$ cat src/rtl/dma_seq_pkg.sv
package dma_seq_pkg;
  localparam int CFG_W     = 16;
  localparam int B_EN      = 0;
  localparam int B_DIR     = 4;
  localparam int B_CIRC    = 5;
  localparam int B_PINC    = 6;
  localparam int B_MINC    = 7;
  localparam int B_PSIZE_L = 8;
  localparam int B_MSIZE_L = 10;
  localparam logic [1:0] SIZE_RSVD = 2'd3;
endpackage

$ cat src/rtl/dma_seq_addr.sv
module dma_seq_addr #(
  parameter int ADDR_W = 32
) (
  input  logic              clk_i,
  input  logic              rst_ni,
  input  logic              wr_i,
  input  logic [ADDR_W-1:0] wdata_i,
  input  logic              latch_i,
  input  logic              step_i,
  input  logic              inc_i,
  input  logic [1:0]        size_i,
  input  logic              reload_i,
  output logic [ADDR_W-1:0] addr_o
);
  logic [ADDR_W-1:0] addr_q, start_q, stride;

  assign stride = inc_i ? (ADDR_W'(1) << size_i) : '0;

  always_ff @(posedge clk_i or negedge rst_ni) begin
    if (!rst_ni) begin
      addr_q  <= '0;
      start_q <= '0;
    end else begin
      if (latch_i) start_q <= addr_q;
      if (wr_i)          addr_q <= wdata_i;
      else if (reload_i) addr_q <= start_q;
      else if (step_i)   addr_q <= addr_q + stride;
    end
  end

  assign addr_o = addr_q;
endmodule

$ cat src/rtl/dma_seq_count.sv
module dma_seq_count #(
  parameter int CNT_W = 16
) (
  input  logic             clk_i,
  input  logic             rst_ni,
  input  logic             wr_i,
  input  logic [CNT_W-1:0] wdata_i,
  input  logic             latch_i,
  input  logic             dec_i,
  input  logic             reload_i,
  output logic [CNT_W-1:0] cnt_o,
  output logic             last_o,
  output logic             half_hit_o
);
  logic [CNT_W-1:0] cnt_q, start_q, cnt_m1;

  assign cnt_m1     = cnt_q - CNT_W'(1);
  assign last_o     = (cnt_q == CNT_W'(1));
  assign half_hit_o = (cnt_m1 == (start_q >> 1));

  always_ff @(posedge clk_i or negedge rst_ni) begin
    if (!rst_ni) begin
      cnt_q   <= '0;
      start_q <= '0;
    end else begin
      if (latch_i) start_q <= cnt_q;
      if (wr_i)          cnt_q <= wdata_i;
      else if (reload_i) cnt_q <= start_q;
      else if (dec_i)    cnt_q <= cnt_m1;
    end
  end

  assign cnt_o = cnt_q;
endmodule

$ cat src/rtl/dma_chan_seq.sv
module dma_chan_seq
  import dma_seq_pkg::*;
#(
  parameter int CNT_W  = 16,
  parameter int ADDR_W = 32
) (
  input  logic              clk_i,
  input  logic              rst_ni,
  input  logic              cfg_wr_i,
  input  logic [CFG_W-1:0]  cfg_i,
  input  logic              cnt_wr_i,
  input  logic [CNT_W-1:0]  cnt_i,
  input  logic              paddr_wr_i,
  input  logic [ADDR_W-1:0] paddr_i,
  input  logic              maddr_wr_i,
  input  logic [ADDR_W-1:0] maddr_i,
  output logic [CFG_W-1:0]  cfg_o,
  output logic [CNT_W-1:0]  cnt_o,
  output logic [CNT_W+1:0]  bytes_left_o,
  output logic              req_valid_o,
  input  logic              req_ready_i,
  input  logic              req_err_i,
  output logic [ADDR_W-1:0] req_src_addr_o,
  output logic [ADDR_W-1:0] req_dst_addr_o,
  output logic [1:0]        req_psize_o,
  output logic [1:0]        req_msize_o,
  output logic              half_o,
  output logic              done_o,
  output logic              err_o
);
  localparam int BYTES_W = CNT_W + 2;

  logic [CFG_W-1:0]  cfg_q;
  logic              en_q, half_q, done_q, err_q;
  logic [CNT_W-1:0]  cnt;
  logic [ADDR_W-1:0] paddr, maddr;
  logic [1:0]        psize, msize;
  logic              en_req, wr_bad, bad_start, start_go;
  logic              xfer, bus_err, ok, last, half_hit, reload, step;

  assign en_q  = cfg_q[B_EN];
  assign psize = cfg_q[B_PSIZE_L +: 2];
  assign msize = cfg_q[B_MSIZE_L +: 2];

  // enable-time validation uses the sizes being written
  assign wr_bad    = (cfg_i[B_PSIZE_L +: 2] == SIZE_RSVD) ||
                     (cfg_i[B_MSIZE_L +: 2] == SIZE_RSVD) || (cnt == '0);
  assign en_req    = cfg_wr_i & cfg_i[B_EN];
  assign bad_start = en_req & wr_bad;
  assign start_go  = en_req & ~wr_bad & ~en_q;

  assign xfer    = en_q & req_ready_i;
  assign bus_err = xfer & req_err_i;
  assign ok      = xfer & ~req_err_i;
  assign reload  = ok & last & cfg_q[B_CIRC];
  assign step    = ok & ~reload;

  always_ff @(posedge clk_i or negedge rst_ni) begin
    if (!rst_ni) begin
      cfg_q  <= '0;
      half_q <= 1'b0;
      done_q <= 1'b0;
      err_q  <= 1'b0;
    end else begin
      if (cfg_wr_i) begin
        cfg_q          <= cfg_i;
        cfg_q[B_EN]    <= cfg_i[B_EN] & ~wr_bad;
      end else if (bus_err || (ok && last && !cfg_q[B_CIRC])) begin
        cfg_q[B_EN]    <= 1'b0;
      end
      half_q <= ok & half_hit;
      done_q <= ok & last;
      err_q  <= bus_err | bad_start;
    end
  end

  dma_seq_count #(.CNT_W(CNT_W)) u_count (
    .clk_i      (clk_i),
    .rst_ni     (rst_ni),
    .wr_i       (cnt_wr_i),
    .wdata_i    (cnt_i),
    .latch_i    (start_go),
    .dec_i      (step),
    .reload_i   (reload),
    .cnt_o      (cnt),
    .last_o     (last),
    .half_hit_o (half_hit)
  );

  dma_seq_addr #(.ADDR_W(ADDR_W)) u_paddr (
    .clk_i    (clk_i),
    .rst_ni   (rst_ni),
    .wr_i     (paddr_wr_i),
    .wdata_i  (paddr_i),
    .latch_i  (start_go),
    .step_i   (step),
    .inc_i    (cfg_q[B_PINC]),
    .size_i   (psize),
    .reload_i (reload),
    .addr_o   (paddr)
  );

  dma_seq_addr #(.ADDR_W(ADDR_W)) u_maddr (
    .clk_i    (clk_i),
    .rst_ni   (rst_ni),
    .wr_i     (maddr_wr_i),
    .wdata_i  (maddr_i),
    .latch_i  (start_go),
    .step_i   (step),
    .inc_i    (cfg_q[B_MINC]),
    .size_i   (msize),
    .reload_i (reload),
    .addr_o   (maddr)
  );

  assign cfg_o          = cfg_q;
  assign cnt_o          = cnt;
  assign bytes_left_o   = BYTES_W'(cnt) << psize;
  assign req_valid_o    = en_q;
  assign req_src_addr_o = cfg_q[B_DIR] ? maddr : paddr;
  assign req_dst_addr_o = cfg_q[B_DIR] ? paddr : maddr;
  assign req_psize_o    = psize;
  assign req_msize_o    = msize;
  assign half_o         = half_q;
  assign done_o         = done_q;
  assign err_o          = err_q;
endmodule

$ cat config.mk
export PLATFORM = sky130hd
export DESIGN_NAME = dma_chan_seq
export DESIGN_NICKNAME = d
export VERILOG_FILES = /design/src/rtl/dma_seq_pkg.sv /design/src/rtl/dma_seq_addr.sv /design/src/rtl/dma_seq_count.sv /design/src/rtl/dma_chan_seq.sv
export SDC_FILE = /design/constraint.sdc
export NUM_CORES = 1
export LEC_CHECK = 0
export ABC_AREA = 1
export CORE_AREA = 2 2 115 229
export CTS_CLUSTER_SIZE = 40
export DETAILED_ROUTE_END_ITERATION = 10
export DIE_AREA = 0 0 117 231
export PLACE_DENSITY = 0.84
export SYNTH_ARGS = -nofsm -noshare
export SYNTH_HDL_FRONTEND = slang
export SYNTH_SLANG_ARGS = --single-unit
$ cat constraint.sdc
create_clock -name clk_i -period 2.7 [get_ports clk_i]
set_clock_uncertainty 0.2 [all_clocks]
set_input_delay 0.54 -clock clk_i [delete_from_list [all_inputs] [get_ports clk_i]]
set_output_delay 0.54 -clock clk_i [all_outputs]
set_load 0.05 [all_outputs]
# [Word level (Yosys, flattened, before mapping)]
# Cells that the tools add are included.
# W data, S select, Z words.
[classes] n_mux=15 eq_ne=4 n_bitwise=17 n_lt_le_gt_ge=0 n_div=0 n_shift=3 mul=0 n_reduce_logical=11 addsub=3
[op_table] op="$mux W32" n=10
[op_table] op="$add A32 B32 Y32" n=2
[op_table] op="$shl A1 B2 Y32 const A" n=2
[op_table] op="$mux W16" n=3
[op_table] op="$shl A16 B2 Y18" n=1
[op_table] op="$eq A16 B1 Y1 const B" n=1
[op_table] op="$eq A16 B15 Y1" n=1
[op_table] op="$logic_not A16 Y1" n=1
[op_table] op="$sub A16 B1 Y16 const B" n=1
[op_table] op="$and A1 B1 Y1" n=12
[op_table] op="$reduce_bool A3 Y1" n=3
[op_table] op="$eq A2 B2 Y1 const B" n=2
[op_table] op="$not A1 Y1" n=4
[op_table] op="$logic_or A1 B1 Y1" n=3
[op_table] op="$logic_and A1 B1 Y1" n=2
[op_table] op="$mux W1" n=2
[op_table] op="$reduce_bool A2 Y1" n=1
[op_table] op="$logic_not A1 Y1" n=1
[op_table] op="$or A1 B1 Y1" n=1
[word_totals] ramBits=0 word_cells=64 rom_bits=0 latchBits=0 mem_count=0 reg_bits=179 output_inout_bits=122 inputBits=104

# [Logic depth before layout (Yosys ltp)]
[depth] ltp_word=9 depth_mapped=15 mapped_depth_nobuf=15

# [By module]
# Synthesis repeated with hierarchy kept, for this count alone.
[hier_totals] cells_unflattened=1825 hier_area_um2=12298.0
[modules_own_cells] module="dma_seq_addr (u_paddr)" cells_per_inst=584 n_inst=1 area_per_inst_um2=4101.4 seq_area_each_um2=1601.5
[modules_own_cells] module="dma_seq_addr (u_maddr)" cells_per_inst=580 n_inst=1 area_per_inst_um2=4046.4 seq_area_each_um2=1601.5
[modules_own_cells] module="dma_seq_count" cells_per_inst=330 n_inst=1 area_per_inst_um2=2200.9 seq_area_each_um2=800.8
[modules_own_cells] module="dma_chan_seq" cells_per_inst=331 n_inst=1 area_per_inst_um2=1949.4 seq_area_each_um2=475.5

# [Worst setup path before layout]
# OpenSTA, ideal clock, no wires.
[synth_timing] path_kind="register -> output" start="reg cfg_q[9] (netlist: cfg_o[9])" end="out bytes_left_o[3]" arrival_time_ps=2529 slack_ps=-569 required_ps=1960 stages_incl_launch_ff=4 n_path_buf=1 cell_sequence="dfrtp_1 -> clkbuf_1 -> clkinv_1 -> o21ai_0"
[synth_between] elab_chain_len=1
[synth_lines] item="start, declared" line_no="dma_chan_seq.sv:33" source="logic [CFG_W-1:0] cfg_q;"
[synth_lines] item="start signal, assigned" line_no="dma_chan_seq.sv:66" source="cfg_q <= cfg_i;"
[synth_lines] item="start signal, assigned by index" line_no="dma_chan_seq.sv:67" source="cfg_q[B_EN] <= cfg_i[B_EN] & ~wr_bad;"
[synth_lines] item="$shl A16 B2 Y18" line_no="dma_chan_seq.sv:118" source="assign bytes_left_o = BYTES_W'(cnt) << psize;"
[synth_lines] item="end, declared" line_no="dma_chan_seq.sv:19" source="output logic [CNT_W+1:0] bytes_left_o,"
# No other way between the ends.

# [Worst setup path in the final report]
[layout_timing] start="reg cfg_q[4] (netlist: cfg_o[4])" end="out req_src_addr_o[22]"
[layout_between] elab_chain_len=1
[layout_lines] item="$mux W32" line_no="dma_chan_seq.sv:120" source="assign req_src_addr_o = cfg_q[B_DIR] ? maddr : paddr;"
[layout_lines] item="end, declared" line_no="dma_chan_seq.sv:23" source="output logic [ADDR_W-1:0] req_src_addr_o,"
# No other way between the ends.

==> summary.txt <==
Synthesis
  – Synth Instances: 1765
  – Sequential area share after synthesis: 37.3%
  – Post-synth top flop: dfrtp_1
  – Largest area contributor in the netlist: dfrtp_1
  – Register bit count reported by yosys: 179
  – Ys async rst share: 100%
  – Ranking of synthesized cells by area: dfrtp_1, nand2_1, o21ai_0
  – Netlist cell types: 43
  – Syn avg cell area: 6.81 sq um
  – Post-synth top area share: 37.3%
  – Most frequent cell after synthesis: nand2_1
  – Post-Syn Area: 12000 sq um
  – Post-Syn Nets: 1881
  – Ys Warns: 0
  – Number of synthesized flops with an enable pin: 0
  – Post-synth top cells: nand2_1, o21ai_0, dfrtp_1

Job
  – Max cap viols: 0

STA
  – Fmax: 374 MHz
  – Relative slew slack: 57.7%
  – Fin. max-slew vios: 0
  – Hold Fails Final Rpt: 0
  – Final worst-path cycle share: 99.1%
  – RSZ-0062 raised after global routing: yes
  – Final setup violation count: 0
  – Final min period: 2.68 ns
  – Slew of the pin with the lowest slew margin: 0.630 ns
  – Final Hold Slack: 0.270 ns

Run status
  – Outcome: finished clean

Placement
  – DP HPWL: 31600 microns
  – Placed Area: 15600 sq um
  – Dpl cells: 2297
  – PortBufs: 225
  – Routability cong.: 0.955

Worst setup path
  – Worst Path Arrival: 1.94 ns
  – CP peak stage delay: 0.53 ns
  – WS Path Type: flip-flop to primary output
  – CP top delay family: buffers and inverters
  – Critical path's most frequent cell: buf_12
  – Worst path cell trace: buf_12 -> buf_4 -> nand2_1 -> o21ai_1 -> buf_12
  – CP endpoint kind: primary output
  – Worst-path fanout max: 40
  – Buf+Inv Stages, Crit Path: 3
  – Setup crit start kind: flip-flop
  – Critical Path RT: 1.96 ns
  – Worst path slowest cell: dfrtp_4

Clocking
  – Clock tree buffer depth: 2
  – Reg clk slew, reported paths: 0.07 ns
  – Root Driver: clkbuf_16
  – H-tree levels: 4
  – Clk sink count: 179
  – Num CTS Buffers: 17
  – CTS tree: built
  – Worst-Skew Late Latency: 0.46 ns

Floorplan
  – I/O pin count: 226
  – # rows: 83
  – Starting Density: 47.2%
  – Core Region: 25400 sq um
  – Die Height: 231 microns
  – Die area: 27000 sq um
  – Die Width: 117 microns

Routing
  – Via-per-instance ratio: 5.56
  – First drt pass iteration count: 6
  – Via total after detailed routing: 13000
  – Initial DRC count: 1393
  – DRC: 0
  – Routed WL: 41800 microns
  – Routed WL per cell: 17.9 microns
  – Antenna Nets Post-Route: 0

Global route
  – Global-route wire length before repair: 66900 microns
  – Largest net degree at the start of global routing: 61
  – Vias in the first global route: 12600
  – Gr ovfl total: 0
  – Initial antenna violation count: 0
  – GRT Util Overall: 31.8%

Layout
  – Antenna Cells: 0
  – Share of layout cells above drive strength 1: 14.3%
  – Post-layout nets: 2094
  – Post-Layout Cell Count: 2331
  – Area grow syn2layout: 36.3%
  – Final Instance Area: 16400 sq um

Pwr
  – PwrDens: 686 nW/um^2
  – Power after layout: 11.2 mW
  – P_leak: 7.55 nW
  – Max VDD drop: 0.000544 V

Worst hold path
  – Hold WC Path Type: flip-flop to flip-flop
## tightest hold or removal path: stages (launching register included)
cell and delay, ns:
dfrtp_1 0.34, nand2_1 0.05, nand2_1 0.04
## cells by family after synthesis
group                      Yosys count  share of synthesized area (%)
AOI/OAI and AO/OA                  417                           18.6
xor gates and xnor gates            25                           1.82
adders and majority gates           12                           1.38
buffers and inverters              288                           10.8
DFF                                179                           37.3
muxes                               11                          0.917
and+or+nand+nor                    833                           29.2
## through the flow
step | setup WS [ns] | setup TNS (ns) | utilization [%]
6_report | 0.0245 | 0 | 64.3
5_1_grt | -0.00878 | -0.0220 | 64.3
4_1_cts | 0.0443 | 0 | 64.1
3_5_place_dp | 0.0905 | 0 | 61.5
3_3_place_gp | 0.148 | 0 | 61.5
2_1_floorplan | -0.321 | -1.94 | -
## where the power goes
group | internal (mW) | switching, mW | leakage (nW)
sequential | 3.20 | 0.507 | 2.11
clock | 1.69 | 1.18 | 0.321
combinational | 1.80 | 2.85 | 5.12
total | 6.68 | 4.54 | 7.55
## layout by cell type, fill, tap and decap left out, drive strengths merged, types with 32 or more instances in the layout
cell type	netlist	layout
nand3	118	118
o21ai	225	225
a21oi	131	131
clkdlybuf4s50	0	136
nand2	469	469
buf	48	159
dfrtp	179	179
nor3	32	32
inv	179	185
nor2	180	180
## routing by layer
layer | track usage [%] | share of wire (%) | vias up
met5 | 0 | 0 | -
met4 | 13.8 | 4.1 | 0
met3 | 4.83 | 8.5 | 115
met2 | 48.4 | 46 | 692
met1 | 44.7 | 41 | 5967
li1 | - | - | 6196
## sequential cells by signal (all words and copies together), names as in the netlist
signal,flops
u_maddr.addr_o,32
u_maddr.start_q,32
u_paddr.addr_o,32
u_paddr.start_q,32
cfg_o,16
u_count.cnt_o,16
u_count.start_q,16
done_o,1
err_o,1
half_o,1
## path summary, 6_finish.rpt
path	from	endpoint	slack [ns]	depth (start not counted)
min in group asynchronous	rst_ni	u_count.start_q[7]	0.43	2
worst max register to register	cfg_o[6]	u_paddr.addr_o[24]	0.15	14
worst max-delay path	cfg_o[4]	req_src_addr_o[22]	0.02	5
worst min register to register	cfg_o[1]	cfg_o[1]	0.27	2
worst min-delay path	cfg_o[1]	cfg_o[1]	0.27	2
max in group asynchronous	rst_ni	cfg_o[9]	1.17	3
## what timing repair did
action / in CTS / in global routing
endpoints found under the setup margin: 14 / 32
hold endpoints to repair: 53 / 0
gates resized for setup: 6 / 19
hold buffers: 1 / 0
buffers inserted: 1 / 0
gates cloned: 0 / 0
## area by class of cell
class,instances,area (sq um)
well taps,340,425
repair buffers,300,3620
multi-input cells,1298,6490
clock buffers,19,443
fillers,2198,9080
flip-flops and latches,179,4490
inverters,182,683
clock inverters,13,218
Power figures use the tool's default switching activity.
